--- src/rtl/irq_redir_pkg.sv ---
package irq_redir_pkg;
    localparam int REG_W = 32;
    localparam int OFF_W = 8;
    localparam int VEC_W = 8;
    localparam int ID_W  = 8;

    localparam logic [OFF_W-1:0] OFF_SELECT = 8'h00;
    localparam logic [OFF_W-1:0] OFF_WINDOW = 8'h10;
    localparam logic [OFF_W-1:0] OFF_EOI    = 8'h40;

    localparam int IDX_VERSION    = 1;
    localparam int IDX_ENTRY_BASE = 16;

    localparam int BIT_MASK   = 16;
    localparam int BIT_LEVEL  = 15;
    localparam int BIT_ACTLOW = 13;

    typedef struct packed {
        logic             masked;
        logic             level;
        logic             act_low;
        logic [VEC_W-1:0] vec;
        logic [ID_W-1:0]  dest_id;
        logic [ID_W-1:0]  dest_eid;
    } route_t;

    localparam route_t ROUTE_RESET = '{masked: 1'b1, level: 1'b0, act_low: 1'b0,
                                       vec: '0, dest_id: '0, dest_eid: '0};

    typedef enum logic [0:0] {
        DS_IDLE,
        DS_OFFER
    } disp_state_e;

    function automatic logic [REG_W-1:0] pack_low(route_t r);
        logic [REG_W-1:0] w;
        w = '0;
        w[BIT_MASK]   = r.masked;
        w[BIT_LEVEL]  = r.level;
        w[BIT_ACTLOW] = r.act_low;
        w[VEC_W-1:0]  = r.vec;
        return w;
    endfunction

    function automatic logic [REG_W-1:0] pack_high(route_t r);
        return {r.dest_id, r.dest_eid, {(REG_W-2*ID_W){1'b0}}};
    endfunction
endpackage

--- src/rtl/irq_redir_regs.sv ---
module irq_redir_regs
    import irq_redir_pkg::*;
#(
    parameter int         NUM_LINES = 4,
    parameter logic [7:0] VERSION   = 8'h21
) (
    input  logic             clk,
    input  logic             rst_n,
    input  logic             wr_en,
    input  logic [OFF_W-1:0] addr,
    input  logic [REG_W-1:0] wdata,
    output logic [REG_W-1:0] rdata,
    output route_t           routes [NUM_LINES],
    output logic             eoi_pulse,
    output logic [VEC_W-1:0] eoi_vec
);
    localparam int LAST_LINE = NUM_LINES - 1;

    logic [OFF_W-1:0] sel_q;
    route_t           ent_q [NUM_LINES];
    logic [REG_W-1:0] win_rd;
    logic             wr_sel, wr_win;

    assign wr_sel    = wr_en && (addr == OFF_SELECT);
    assign wr_win    = wr_en && (addr == OFF_WINDOW);
    assign eoi_pulse = wr_en && (addr == OFF_EOI);
    assign eoi_vec   = wdata[VEC_W-1:0];

    always_comb begin
        win_rd = '0;
        if (sel_q == OFF_W'(IDX_VERSION))
            win_rd = {8'h00, 8'(LAST_LINE), 8'h00, VERSION};
        for (int i = 0; i < NUM_LINES; i++) begin
            if (sel_q == OFF_W'(IDX_ENTRY_BASE + 2*i))
                win_rd = pack_low(ent_q[i]);
            if (sel_q == OFF_W'(IDX_ENTRY_BASE + 2*i + 1))
                win_rd = pack_high(ent_q[i]);
        end
    end

    always_comb begin
        rdata = '0;
        if (addr == OFF_SELECT)
            rdata = {{(REG_W-OFF_W){1'b0}}, sel_q};
        else if (addr == OFF_WINDOW)
            rdata = win_rd;
    end

    always_ff @(posedge clk or negedge rst_n) begin
        if (!rst_n) begin
            sel_q <= '0;
            for (int i = 0; i < NUM_LINES; i++)
                ent_q[i] <= ROUTE_RESET;
        end else begin
            if (wr_sel)
                sel_q <= wdata[OFF_W-1:0];
            if (wr_win) begin
                for (int i = 0; i < NUM_LINES; i++) begin
                    if (sel_q == OFF_W'(IDX_ENTRY_BASE + 2*i)) begin
                        ent_q[i].masked  <= wdata[BIT_MASK];
                        ent_q[i].level   <= wdata[BIT_LEVEL];
                        ent_q[i].act_low <= wdata[BIT_ACTLOW];
                        ent_q[i].vec     <= wdata[VEC_W-1:0];
                    end
                    if (sel_q == OFF_W'(IDX_ENTRY_BASE + 2*i + 1)) begin
                        ent_q[i].dest_id  <= wdata[REG_W-1 -: ID_W];
                        ent_q[i].dest_eid <= wdata[REG_W-ID_W-1 -: ID_W];
                    end
                end
            end
        end
    end

    always_comb begin
        for (int i = 0; i < NUM_LINES; i++)
            routes[i] = ent_q[i];
    end

    AST_SELECT_TRACKS: assert property (@(posedge clk) disable iff (!rst_n) wr_sel |=> (sel_q == $past(wdata[OFF_W-1:0])));
endmodule

--- src/rtl/irq_redir_line.sv ---
module irq_redir_line (
    input  logic clk,
    input  logic rst_n,
    input  logic line_in,
    input  logic act_low,
    input  logic level,
    input  logic masked,
    input  logic eoi_hit,
    input  logic issue,
    output logic req
);
    logic sync1_q, sync2_q, prev_q, pend_q, insvc_q;
    logic active, rise;

    assign active = sync2_q ^ act_low;
    assign rise   = active && !prev_q;

    always_ff @(posedge clk or negedge rst_n) begin
        if (!rst_n) begin
            sync1_q <= 1'b0;
            sync2_q <= 1'b0;
            prev_q  <= 1'b0;
            pend_q  <= 1'b0;
            insvc_q <= 1'b0;
        end else begin
            sync1_q <= line_in;
            sync2_q <= sync1_q;
            prev_q  <= active;
            pend_q  <= (pend_q && !issue) || (rise && !masked && !level);
            if (issue && level)
                insvc_q <= 1'b1;
            else if (eoi_hit)
                insvc_q <= 1'b0;
        end
    end

    always_comb begin
        if (level)
            req = active && !masked && !insvc_q;
        else
            req = pend_q && !masked;
    end

    AST_LEVEL_ONE_SHOT: assert property (@(posedge clk) disable iff (!rst_n) (issue && level) |=> !req);
    AST_EOI_REARM: assert property (@(posedge clk) disable iff (!rst_n) (level && eoi_hit && !issue && active && !masked) |=> (req || masked || !active || !level));
endmodule

--- src/rtl/irq_redir_disp.sv ---
module irq_redir_disp
    import irq_redir_pkg::*;
#(
    parameter int         NUM_LINES = 4,
    parameter logic [7:0] ADDR_TOP  = 8'hFE
) (
    input  logic                 clk,
    input  logic                 rst_n,
    input  logic [NUM_LINES-1:0] req,
    input  route_t               routes [NUM_LINES],
    input  logic                 msg_ready,
    output logic                 msg_valid,
    output logic [REG_W-1:0]     msg_addr,
    output logic [REG_W-1:0]     msg_data,
    output logic [NUM_LINES-1:0] issue
);
    localparam int IDX_W = (NUM_LINES > 1) ? $clog2(NUM_LINES) : 1;

    disp_state_e      state_q, state_d;
    logic [IDX_W-1:0] pick, cur_q;
    logic [REG_W-1:0] addr_q, data_q;

    always_comb begin
        pick = '0;
        for (int i = NUM_LINES - 1; i >= 0; i--)
            if (req[i])
                pick = IDX_W'(i);
    end

    always_comb begin
        state_d = state_q;
        unique case (state_q)
            DS_IDLE:  if (req != '0) state_d = DS_OFFER;
            DS_OFFER: if (msg_ready) state_d = DS_IDLE;
            default:  state_d = DS_IDLE;
        endcase
    end

    always_ff @(posedge clk or negedge rst_n) begin
        if (!rst_n) begin
            state_q <= DS_IDLE;
            cur_q   <= '0;
            addr_q  <= '0;
            data_q  <= '0;
        end else begin
            state_q <= state_d;
            if (state_q == DS_IDLE && req != '0) begin
                cur_q  <= pick;
                addr_q <= {ADDR_TOP, routes[pick].dest_id, routes[pick].dest_eid, 8'h00};
                data_q <= {{(REG_W-VEC_W){1'b0}}, routes[pick].vec};
            end
        end
    end

    always_comb begin
        msg_valid = (state_q == DS_OFFER);
        msg_addr  = addr_q;
        msg_data  = data_q;
        issue     = '0;
        if (state_q == DS_OFFER && msg_ready)
            issue[cur_q] = 1'b1;
    end

    AST_MSG_STABLE: assert property (@(posedge clk) disable iff (!rst_n) (msg_valid && !msg_ready) |=> (msg_valid && $stable(msg_addr) && $stable(msg_data)));
    AST_ISSUE_ONEHOT: assert property (@(posedge clk) disable iff (!rst_n) $onehot0(issue));
    AST_VALID_FROM_REQ: assert property (@(posedge clk) disable iff (!rst_n) $rose(msg_valid) |-> $past(req != '0));
endmodule

--- src/rtl/irq_redirector.sv ---
module irq_redirector
    import irq_redir_pkg::*;
#(
    parameter int         NUM_LINES = 4,
    parameter logic [7:0] VERSION   = 8'h21,
    parameter logic [7:0] ADDR_TOP  = 8'hFE
) (
    input  logic                 clk,
    input  logic                 rst_n,
    input  logic                 mmio_wr,
    input  logic [7:0]           mmio_addr,
    input  logic [31:0]          mmio_wdata,
    output logic [31:0]          mmio_rdata,
    input  logic [NUM_LINES-1:0] irq_lines,
    output logic                 msg_valid,
    input  logic                 msg_ready,
    output logic [31:0]          msg_addr,
    output logic [31:0]          msg_data
);
    route_t               routes [NUM_LINES];
    logic                 eoi_pulse;
    logic [VEC_W-1:0]     eoi_vec;
    logic [NUM_LINES-1:0] req, issue, eoi_hit;

    irq_redir_regs #(.NUM_LINES(NUM_LINES), .VERSION(VERSION)) regs_i (
        .clk(clk), .rst_n(rst_n), .wr_en(mmio_wr), .addr(mmio_addr),
        .wdata(mmio_wdata), .rdata(mmio_rdata), .routes(routes),
        .eoi_pulse(eoi_pulse), .eoi_vec(eoi_vec)
    );

    for (genvar g = 0; g < NUM_LINES; g++) begin : g_line
        assign eoi_hit[g] = eoi_pulse && (routes[g].vec == eoi_vec);

        irq_redir_line line_i (
            .clk(clk), .rst_n(rst_n), .line_in(irq_lines[g]),
            .act_low(routes[g].act_low), .level(routes[g].level),
            .masked(routes[g].masked), .eoi_hit(eoi_hit[g]),
            .issue(issue[g]), .req(req[g])
        );

        AST_MASKED_SILENT: assert property (@(posedge clk) disable iff (!rst_n) routes[g].masked |-> !req[g]);
    end

    irq_redir_disp #(.NUM_LINES(NUM_LINES), .ADDR_TOP(ADDR_TOP)) disp_i (
        .clk(clk), .rst_n(rst_n), .req(req), .routes(routes),
        .msg_ready(msg_ready), .msg_valid(msg_valid), .msg_addr(msg_addr),
        .msg_data(msg_data), .issue(issue)
    );
endmodule

--- config.mk ---
export PLATFORM = sky130hd
export DESIGN_NAME = irq_redirector
export DESIGN_NICKNAME = d
export VERILOG_FILES = /design/src/rtl/irq_redir_pkg.sv /design/src/rtl/irq_redir_regs.sv /design/src/rtl/irq_redir_line.sv /design/src/rtl/irq_redir_disp.sv /design/src/rtl/irq_redirector.sv
export SDC_FILE = /design/constraint.sdc
export NUM_CORES = 1
export LEC_CHECK = 0
export BUFFER_PORTS_ARGS = -buffer_cell sky130_fd_sc_hd__buf_2
export CORE_ASPECT_RATIO = 1.25
export CORE_MARGIN = 2
export CORE_UTILIZATION = 55
export CTS_CLUSTER_DIAMETER = 60
export DETAILED_ROUTE_END_ITERATION = 12
export PLACE_DENSITY = 0.76
export SYNTH_ARGS = -nofsm -noshare
export SYNTH_HDL_FRONTEND = slang
export SYNTH_HIERARCHICAL = 1
export SYNTH_SLANG_ARGS = --single-unit
export TNS_END_PERCENT = 10
--- constraint.sdc ---
create_clock -name clk -period 2.95 [get_ports clk]
set_input_delay 0.1475 -clock clk [delete_from_list [all_inputs] [get_ports clk]]
set_output_delay 0.1475 -clock clk [all_outputs]
set_load 0.02 [all_outputs]
Word level (Yosys, flattened, before mapping)
Index checks and enable logic that the tools add are counted.
- bits of input ports: 48
- flip-flop bits (word level): 164
- reductions and logical operators: 80
- bitwise logic cells: 6
- mux-type cells: 36
- equal/unequal tests: 15
- $lt $le $gt $ge: 3
- operators by type and width (kind ; number):
    $mux W32 ; 10
    $eq A8 B5 Y1 const B ; 9
    $bmux W27 S2 ; 1
    $mux W24 ; 2
    $logic_and A1 B1 Y1 ; 42
    $eq A8 B8 Y1 ; 4
    $logic_not A1 Y1 ; 20
    $mux W18 ; 1
    $reduce_and A2 Y1 ; 8
    $mux W1 ; 15
    $eq A8 B1 Y1 const B ; 1
    $eq A8 B7 Y1 const B ; 1
    $logic_not A8 Y1 ; 1
    $mux W2 ; 4
    $reduce_bool A2 Y1 ; 4
    $logic_or A1 B1 Y1 ; 4
    $mux W4 ; 1
    $reduce_bool A4 Y1 ; 1
    $xor A1 B1 Y1 ; 4
    $ge A3 B3 Y1 const B ; 1
    $lt A2 B3 Y1 const B ; 1
    $not A2 Y3 ; 1
    $demux W1 S2 ; 1
    $ge A2 B1 Y1 const B ; 1
    other kinds (2) ; 2

Longest topological paths before layout
- depth after elaboration: 12
- mapped depth: 8
- gate-level depth less buffers: 7

Cells and area by module
The synthesis kept the hierarchy.
- modules (own cells, without submodules) (module ; instances ; cells an instance ; area an instance (µm²) ; seq. area each (µm²)):
    irq_redir_regs ; 1 ; 423 ; 5746.8 ; 2907.8
    irq_redir_disp ; 1 ; 337 ; 2702.6 ; 700.7
    irq_redir_line ; 4 ; 15 ; 183.9 ; 125.1
    irq_redirector ; 1 ; 56 ; 474.2 ; 0.0

Least setup slack after synthesis
No wires, ideal clock.
- kind: register to output
- from: reg regs_i.sel_q[1]
- to: out mmio_rdata[16]
- cell stages (with the launch flop): 8
- arrival time: 1.978 ns
- path buffers: 3
- slack: 0.824 ns
- path through: dfrtp_1 buf_2 buf_2 buf_2 nand3_1 a31oi_1 a221oi_1 nor4_1
- longest elaborated chain between the ends: 12
- elaborated cells on any way between the ends: 20
- those cells by class: eq/ne (9); mux (11)
- RTL lines (element ; line ; text):
    start: declaration ; irq_redir_regs.sv:19 ; logic [OFF_W-1:0] sel_q;
    start signal: assignment ; irq_redir_regs.sv:56 ; sel_q <= wdata[OFF_W-1:0];
    $eq A8 B1 Y1 ; irq_redir_regs.sv:31 ; if (sel_q == OFF_W'(IDX_VERSION))
    $mux W18 ; irq_redir_regs.sv:31 ;
    $mux W32 ; irq_redir_regs.sv:34 ; if (sel_q == OFF_W'(IDX_ENTRY_BASE + 2*i))
    $mux W32 ; irq_redir_regs.sv:36 ; if (sel_q == OFF_W'(IDX_ENTRY_BASE + 2*i + 1))
    $mux W32 ; irq_redir_regs.sv:34 ;
    $mux W32 ; irq_redir_regs.sv:36 ;
    $mux W32 ; irq_redir_regs.sv:34 ;
    $mux W32 ; irq_redir_regs.sv:36 ;
    $mux W32 ; irq_redir_regs.sv:34 ;
    $mux W32 (*) ; irq_redir_regs.sv:36 ;
    $mux W32 (*) ; irq_redir_regs.sv:45 ; else if (addr == OFF_WINDOW)
    $mux W32 (*) ; irq_redir_regs.sv:43 ; if (addr == OFF_SELECT)
    end: declaration ; irq_redirector.sv:13 ; output logic [31:0] mmio_rdata,
Mark *: on every way between the ends. The rest lies on a longest branch, timed or not.

Worst setup path after layout
- from: reg regs_i.sel_q[5]
- to: out mmio_rdata[25]
- longest elaborated chain between the ends: 10
- elaborated cells on any way between the ends: 16
- those cells by class: eq/ne (7); mux (9)
- RTL lines (element ; line):
    $eq A8 B5 Y1 ; irq_redir_regs.sv:36
    $mux W32 ; irq_redir_regs.sv:36
    $mux W32 ; irq_redir_regs.sv:34
    $mux W32 ; irq_redir_regs.sv:36
    $mux W32 ; irq_redir_regs.sv:34
    $mux W32 ; irq_redir_regs.sv:36
    $mux W32 ; irq_redir_regs.sv:34
    $mux W32 (*) ; irq_redir_regs.sv:36
    $mux W32 (*) ; irq_redir_regs.sv:45
    $mux W32 (*) ; irq_redir_regs.sv:43
Marked as above.

==> flow_metrics.tcl <==
set metrics [dict create \
    grt_setup_unrepaired "false" \
    ant_nets 0 \
    end_kind "output pin" \
    start_util_pct 55.6 \
    min_path_cells 2 \
    io_pins 145 \
    cts_root_buffer "clkbuf_16" \
    holdWs_ns 0.0149 \
    synth_ff_type "dfrtp_1" \
    async_reset_ff_share_pct 100 \
    portBuffers 99 \
    post-route-drc-count 0 \
    p_leak_nw 4.89 \
    area_delta_synth_final_pct 12.0 \
    firstDrtPassIters 5 \
    critPathMaxFanout 14 \
    wl_per_cell_um 20.5 \
    netlist_instances 876 \
    synth_top_area_share_pct 41.5 \
    final.period_utilization_pct 92.4 \
    fin_ws_ns 0.224 \
    hold_class "primary input to register" \
    status "finished clean" \
    synth_area_mm2 0.00966 \
    placed_cell_area_mm2 0.0100 \
    vias 7151 \
    grt_pass1_vias 6946 \
    drive_gt1_share_pct 35.4 \
    clk_pin_slew_ns 0.06 \
    die_y_um 152 \
    cts_buffer_depth 2 \
    drv_slew 0 \
    finalHoldViolCount 0 \
    synth_seq_cells 164 \
    cp.required_ns 2.80 \
    post_drt_via_cell_ratio 5.95 \
    clkSinkCount 164 \
    antenna_found_initial 0 \
    die_area_mm2 0.0186 \
    grt_pass1_wl_mm 38.9 \
    final.min_clock_period_ns 2.73 \
    fin_area_mm2 0.0108 \
    wirelength_mm 24.6 \
    yosys_warnings 6 \
    fmax_mhz 367 \
    cp.arrival_ns 2.58 \
    startpoint_type "register" \
    ys_top_cells_by_area "dfrtp_1 (41%), mux2_2 (14%), buf_4 (4.4%), a22o_1 (3.6%), xnor2_1 (2.8%)" \
    grt_start_max_net_pins 74 \
    drt_iter0_drc 543 \
    ys_seq_area_share_pct 42.5 \
    synth.distinct_cells 63 \
    nNetsFinal 1012 \
    cts_max_level 4 \
    insertion_delay_ns 0.43 \
    tightest_slew_ns 0.785 \
    std_cell_rows 54 \
    place_congestion 0.841 \
    pre_cts_slack_ns 0.629 \
    reg2reg_slack_ns 0.61 \
    max-slew-margin-rel_pct 47.6 \
    worstSetupPathType "register to output pin" \
    overflow 0 \
    p_per_area_mw_per_mm2 527 \
    syn_avg_cell_area_um2 11.0 \
    setup_violations 0 \
    skew_ns 0.00836 \
    ir_drop_uv 354 \
    synth_edf_count 0 \
    cts-buffers-inserted 17 \
    maxCapViolations 0 \
    synth_top_area_cell "dfrtp_1" \
    reg2reg_depth 5 \
    fp.dieW_um 123 \
    setup_tns_ns 0 \
    cts_tree "yes" \
    grt_usage_pct 27.2 \
    hpwl_mm 15.8 \
    core-area_mm2 0.0174 \
    diodes 0 \
]
## registers in the layout, indices dropped and copies added (netlist names)
signal / flops
disp_i/msg_addr: 17
g_line.line_i/sync1_q: 4
disp_i/cur_q: 2
g_line.line_i/prev_q: 4
disp_i/msg_data: 8
regs_i/routes: 108
g_line.line_i/sync2_q: 4
g_line.line_i/insvc_q: 4
disp_i/msg_valid: 1
regs_i/sel_q: 8
g_line.line_i/pend_q: 4
## worst max-delay path, cell delays in order (launching register included)
cell     delay [ns]
dfrtp_1        0.43
nor4b_4        0.53
nand2_4        0.19
or2_2          0.51
a21oi_1        0.27
buf_2          0.21
## synth_stat cells (25+ instances only)
cell type	count
a22o_1	40
a21oi_1	47
nand3b_1	27
nand2_1	31
inv_1	35
xnor2_1	31
buf_4	56
dfrtp_1	160
clkbuf_1	25
o21ai_0	35
nor2b_1	27
mux2_2	121
## logic make-up after synthesis
family | after synthesis | share of synthesized area [%]
compound gates | 188 | 13.0
buf+inv | 151 | 9.60
xor+xnor | 36 | 3.34
flops | 164 | 42.5
mux | 141 | 17.7
simple gates | 194 | 13.7
other cells | 2 | 0.0777
## per-stage QoR
step           util [%]  total power [mW]  std cells
2_1_floorplan         -              3.16        913
3_3_place_gp       57.7              3.44       1149
3_5_place_dp       57.7              3.46       1149
4_1_cts            62.3              5.72       1201
5_1_grt            62.3              5.92       1201
6_report           62.3              5.70       1201
## worst paths after layout
check | from | endpoint
setup / recovery | regs_i/sel_q[5] | mmio_rdata[25]
hold / removal | mmio_wdata[30] | regs_i/routes[68]
setup reg to reg | regs_i/routes[53] | disp_i/msg_addr[12]
hold reg to reg | g_line[3].line_i/sync1_q | g_line[3].line_i/sync2_q
max in group asynchronous | rst_n | regs_i/routes[52]
min in group asynchronous | rst_n | regs_i/routes[4]
## layout make-up
type / instances / area, um^2
fill: 1401 / 6550
multi-input combinational: 598 / 4770
sequential: 164 / 4110
timing repair buffer: 147 / 925
clock buffer: 21 / 470
tap: 224 / 280
inverter: 36 / 135
clock inverter: 11 / 125
## timing repair
item,in CTS,in global routing
setup buffers,0,0
setup endpoints to repair,0,0
endpoints found under the hold margin,124,0
hold buffers,20,0
gates resized for setup,0,0
## per-layer routing
layer	up-vias	GRT usage, %	share of wire (%)
met5	-	0	0
met4	0	8.21	1.9
met3	31	5.01	7.6
met2	322	45.1	50
met1	3571	36.1	41
li1	3227	-	-
## layout by cell type, fill, tap and decap left out, types with 31 or more instances in the layout
master	n
dfrtp_1	159
xnor2_1	31
mux2_2	121
a21oi_1	46
nand2_1	31
conb_1	39
a22o_1	39
inv_1	35
o21ai_0	35
buf_2	98
## report_power, final
part | internal, mW | switching, mW | total (mW)
clock network | 1.32 | 0.929 | 2.24
registers | 2.35 | 0.102 | 2.46
logic | 0.357 | 0.642 | 0.999
No activity file was read; power rests on OpenSTA's default activity.
